--- src/rtl/ssum_pkg.sv ---
package ssum_pkg;

   // Width of the index counter for a vector of n bits (holds n-1)
   function automatic int idx_width(input int n);
      return (n < 3) ? 1 : $clog2(n);
   endfunction

   // Width of the sum: holds n*(n-1)/2
   function automatic int sum_width(input int n);
      longint total;
      total = (longint'(n) * longint'(n - 1)) / 2;
      return (total < 2) ? 1 : $clog2(total + 1);
   endfunction

endpackage

--- src/rtl/ssum_shifter.sv ---
module ssum_shifter #(
   parameter int VEC_W = 1023
) (
   input  logic             clk,
   input  logic             rst,
   input  logic             load,
   input  logic             step,
   input  logic [VEC_W-1:0] vec,
   output logic             lsb
);
   localparam int REG_W = VEC_W - 1;

   logic [REG_W-1:0] shreg;
   logic             unused_bit0;

   // bit 0 always weighs zero and is never kept
   assign unused_bit0 = vec[0];

   always_ff @(posedge clk) begin
      if (rst)
         shreg <= '0;
      else if (load)
         shreg <= vec[VEC_W-1:1];
      else if (step)
         shreg <= shreg >> 1;
   end

   assign lsb = shreg[0];
endmodule

--- src/rtl/ssum_sequencer.sv ---
module ssum_sequencer #(
   parameter int VEC_W = 1023
) (
   input  logic                                clk,
   input  logic                                rst,
   input  logic                                load,
   output logic [ssum_pkg::idx_width(VEC_W)-1:0] idx,
   output logic                                busy,
   output logic                                done
);
   localparam int CNT_W = ssum_pkg::idx_width(VEC_W);
   localparam logic [CNT_W-1:0] LAST = CNT_W'(VEC_W - 1);

   logic [CNT_W-1:0] cnt;

   assign busy = (cnt != '0);
   assign idx  = cnt;

   always_ff @(posedge clk) begin
      if (rst) begin
         cnt  <= '0;
         done <= 1'b0;
      end else if (load) begin
         cnt  <= CNT_W'(1);
         done <= 1'b0;
      end else if (busy) begin
         if (cnt == LAST) begin
            cnt  <= '0;
            done <= 1'b1;
         end else begin
            cnt  <= cnt + CNT_W'(1);
            done <= 1'b0;
         end
      end else begin
         done <= 1'b0;
      end
   end
endmodule

--- src/rtl/ssum_accum.sv ---
module ssum_accum #(
   parameter int VEC_W = 1023
) (
   input  logic                                clk,
   input  logic                                rst,
   input  logic                                load,
   input  logic                                step,
   input  logic                                bit_in,
   input  logic [ssum_pkg::idx_width(VEC_W)-1:0] idx,
   output logic [ssum_pkg::sum_width(VEC_W)-1:0] acc
);
   localparam int SUM_W = ssum_pkg::sum_width(VEC_W);

   always_ff @(posedge clk) begin
      if (rst)
         acc <= '0;
      else if (load)
         acc <= '0;
      else if (step && bit_in)
         acc <= acc + SUM_W'(idx);
   end
endmodule

--- src/rtl/ssum_bitpos_top.sv ---
module ssum_bitpos_top #(
   parameter int VEC_W = 1023
) (
   input  logic                                 clk,
   input  logic                                 rst,
   input  logic                                 load,
   input  logic [VEC_W-1:0]                     vec,
   output logic [ssum_pkg::sum_width(VEC_W)-1:0] sum,
   output logic                                 valid
);
   localparam int CNT_W = ssum_pkg::idx_width(VEC_W);
   localparam int SUM_W = ssum_pkg::sum_width(VEC_W);

   generate
      if (VEC_W < 2) begin : g_bad_width
         $error("ssum_bitpos_top: VEC_W must be at least 2");
      end
      if ((1 << CNT_W) <= (VEC_W - 1)) begin : g_bad_cnt
         $error("ssum_bitpos_top: index counter too narrow");
      end
   endgenerate

   logic             busy;
   logic             lsb;
   logic [CNT_W-1:0] idx;
   logic [SUM_W-1:0] acc;

   ssum_sequencer #(.VEC_W(VEC_W)) u_seq (
      .clk  (clk),
      .rst  (rst),
      .load (load),
      .idx  (idx),
      .busy (busy),
      .done (valid)
   );

   ssum_shifter #(.VEC_W(VEC_W)) u_shift (
      .clk  (clk),
      .rst  (rst),
      .load (load),
      .step (busy),
      .vec  (vec),
      .lsb  (lsb)
   );

   ssum_accum #(.VEC_W(VEC_W)) u_acc (
      .clk    (clk),
      .rst    (rst),
      .load   (load),
      .step   (busy),
      .bit_in (lsb),
      .idx    (idx),
      .acc    (acc)
   );

   assign sum = acc;
endmodule

--- config.mk ---
export PLATFORM = sky130hd
export DESIGN_NAME = ssum_bitpos_top
export DESIGN_NICKNAME = d
export VERILOG_FILES = /design/src/rtl/ssum_pkg.sv /design/src/rtl/ssum_shifter.sv /design/src/rtl/ssum_sequencer.sv /design/src/rtl/ssum_accum.sv /design/src/rtl/ssum_bitpos_top.sv
export SDC_FILE = /design/constraint.sdc
export NUM_CORES = 2
export LEC_CHECK = 0
export BUFFER_PORTS_ARGS = -buffer_cell sky130_fd_sc_hd__buf_2
export CORE_MARGIN = 4
export CORE_UTILIZATION = 30
export DETAILED_ROUTE_END_ITERATION = 8
export PLACE_DENSITY = 0.55
export SLEW_MARGIN = 40
export SYNTH_ARGS = -nofsm -noshare
export SYNTH_HDL_FRONTEND = slang
export SYNTH_SLANG_ARGS = --single-unit
--- constraint.sdc ---
create_clock -name clk -period 4.78 [get_ports clk]
set_clock_uncertainty 0.1 [all_clocks]
set_input_delay 0.717 -clock clk [delete_from_list [all_inputs] [get_ports clk]]
set_output_delay 0.717 -clock clk [all_outputs]
set_load 0.01 [all_outputs]
==> run_results.csv <==
group,metric,value,unit
run_status,status,"finished, final reports clean",
power_and_ir_drop,vdd_drop_max,0.310,mV
place,place_congestion,0.863,
synth,yosysTopAreaCell,"dfxtp_1",
floorplanning,die-area,161000,sq um
worst_setup_path,path_max_fanout,99,
synth,synth_commonest_cells,"nand2_1, a21oi_1, dfxtp_1",
power_and_ir_drop,power_density,377,nW/um^2
synth,netlist_top_cells_area,"dfxtp_1, a21oi_1, nand2_1",
global_routing,grt_usage,0.191,
worst_setup_path,slowest_stage,"and4_4",
routing,drc,0,
routing,drtAntennaViolNets,0,
timing,fin_crit_sh,0.637,
floorplanning,rows,144,
timing,finalSetupTns,0,ns
worst_setup_path,reg2regPathDepth,10,
global_routing,grt_pass1_vias,42900,
clock_tree,clk_latency,0.72,ns
routing,routed_via_density,4.87,
timing,rsz0062_at_grt,"false",
routing,dr.pass1.iters,6,
worst_setup_path,r2r_slack,1.74,ns
timing,tightestPinTransition,0.946,ns
synth,yosys_warnings,0,
layout,fin_nets,8618,
synth,ys_seq_area_frac,0.453,
worst_setup_path,rr_endpoint,"u_shift.shreg[494]",
hold_path,min_to,"u_shift.shreg[75]",
floorplanning,io_pins,1046,
synth,synth-edff-count,0,
synth,ys_types,43,
clock_tree,htree_levels,3,
clock_tree,cts_buffer_depth,3,
synth,yosysMostFrequentCell,"nand2_1",
floorplanning,die-height,402,um
clock_tree,cts-root-buf,"clkbuf_16",
hold_path,holdCritStartpoint,"vec[76]",
timing,max_freq,328,MHz
clock_tree,clock-sinks,1052,
synth,synth_seq_cells,1052,
synth,syn_area_per_cell,6.73,sq um
worst_setup_path,required,5.33,ns
floorplanning,initial_core_util,0.302,
global_routing,antenna_found_initial,138,
layout,drive_above_1_share,0.170,
timing,fin_crit,3.04,ns
routing,vias,47900,
synth,syn-instance-count,6910,
worst_setup_path,slowest_delay,0.77,ns
floorplanning,coreArea,154000,sq um
routing,avgRoutedWirePerCell,16.8,um
floorplanning,chipWidth,402,um
place,hpwl,114000,um
clock_tree,cts_buffers,117,
clock_tree,clk_pin_slew_worst_paths,0.06,ns
timing,finalHoldViolations,0,
synth,synth_ff_type,"dfxtp_1",
worst_setup_path,arrival,3.60,ns
clock_tree,cts_setup_buffers,0,
routing,dr.first_iter.drc_count,4167,
synth,mappedNetlistArea,46500,sq um
clock_tree,cts_tree,"built",
timing,setup_violations,0,
layout,fin_util,0.369,
place,numPortBuffers,1044,
worst_setup_path,end_kind,"flip-flop",
clock_tree,cts_resized,0,
worst_setup_path,worstReg2RegStart,"u_seq.idx[0]",
synth,synth_nets,7950,
worst_setup_path,worstSetupPathType,"flip-flop to flip-flop",
worst_setup_path,crit_chain,"inv_1 > ha_1 > nor2b_1 > and4_4 > buf_12 > buf_12 > nand2_1 > a21oi_1 > a21oi_1 > nor2_1",
synth,ys_async_sr_fraction,0,
layout,areaGrowthSynthToFinish,22.2,%
hold_path,hold_path_class,"input pin to flip-flop",
run,drv_cap,0,
timing,maxSlewViolCount,0,
synth,yosysTopAreaCellShare,0.453,
global_routing,grt_max_degree,170,
power_and_ir_drop,p_leak,22.1,nW
hold_path,worst_hold_path.num_cells,3,
global_routing,grt_overflow,0,
timing,slew_headroom,0.369,
global_routing,grt_pass1_wl,248000,um
worst_setup_path,worst_setup_path_start_kind,"flip-flop",
clock_tree,hold_buffers,0,
routing,drt-total-wl,165000,um
logic make-up after synthesis:
family	Yosys count	synth area share
mux	1	0.000215
compound gates	2090	0.227
xor+xnor	14	0.00264
buf+inv	581	0.0564
flops	1052	0.453
fa+ha+maj	14	0.00393
simple gates	3158	0.257
area by class of cell:
type,instances,area (sq um)
clock buffer,186,3520
sequential,1052,21100
fill,16700,97200
tap,2044,2560
inverter,7,26.3
multi-input combinational,5277,22900
antenna,104,260
clock inverter,23,353
timing repair buffer,1123,6240
worst max-delay path by stage:
stage	from	to	slack, ns	cells past startpoint
6_report	u_seq.idx[0]	u_shift.shreg[494]	1.74	10
3_5_place_dp	u_seq.idx[0]	u_shift.shreg[494]	1.80	10
3_3_place_gp	u_seq.idx[1]	u_shift.shreg[43]	1.84	9
5_1_grt	u_seq.idx[1]	u_shift.shreg[340]	1.55	10
2_1_floorplan	u_acc.acc[0]	u_acc.acc[8]	2.65	9
4_1_cts	u_seq.idx[0]	u_shift.shreg[1004]	1.76	9
metal layers:
metal  global-route usage  share of wire  vias to the layer above
li1                     -              -                    24000
met5                    0         0.0029                        -
met1                0.235           0.42                    22200
met2                0.320           0.48                     1260
met3               0.0542          0.072                      311
met4               0.0677          0.029                       70
metrics by stage:
step	power, mW	setup slack (ns)	instance area, sq um	hold WS, ns	instances
floorplan	11.6	2.65	46500	0.364	6910
finish	21.5	1.74	56900	0.118	9816
global route	22.5	1.55	56700	0.0582	9766
CTS	21.7	1.76	56600	0.0273	9711
detailed placement	12.6	1.80	52700	0.365	9502
global placement	12.5	1.84	52700	0.359	9501
sequential cells by signal, summed over array words and instances, names as in the netlist:
name and count:
u_shift.shreg 1022, u_acc.acc 19, u_seq.idx 10, u_seq.done 1
cell usage in the layout, fill, tap and decap left out, types with 5 or more instances in the layout:
master     instances
a21oi_1         2061
and3_1             5
buf_12            29
buf_2           1042
buf_4             48
bufinv_16          5
clkbuf_1          38
clkbuf_16        119
clkbuf_8          29
clkinv_2          10
dfxtp_1         1052
diode_2          104
ha_1              13
inv_1              7
nand2_1         2069
nand2b_1           5
nand3_1            7
nand4_1            5
nor2_1          1042
nor3_1             5
o21ai_0            6
xnor2_1            7
xor2_1             7
where the power goes:
group          internal (mW)  switching, mW  total, mW  leakage [nW]
clock                   5.30           3.78       9.07          1.89
combinational           1.01           1.81       2.82          11.6
sequential              9.30          0.270       9.57          8.67
critical path: cells and delay by family, from the launching register on:
| family | cells | cell delay (ns) |
|---|---|---|
| fa+ha+maj | 1 | 0.16 |
| buf+inv | 3 | 0.75 |
| compound gates | 2 | 0.21 |
| simple gates | 4 | 1.22 |
| flops | 1 | 0.37 |
No activity file was read; power rests on OpenSTA's default activity.
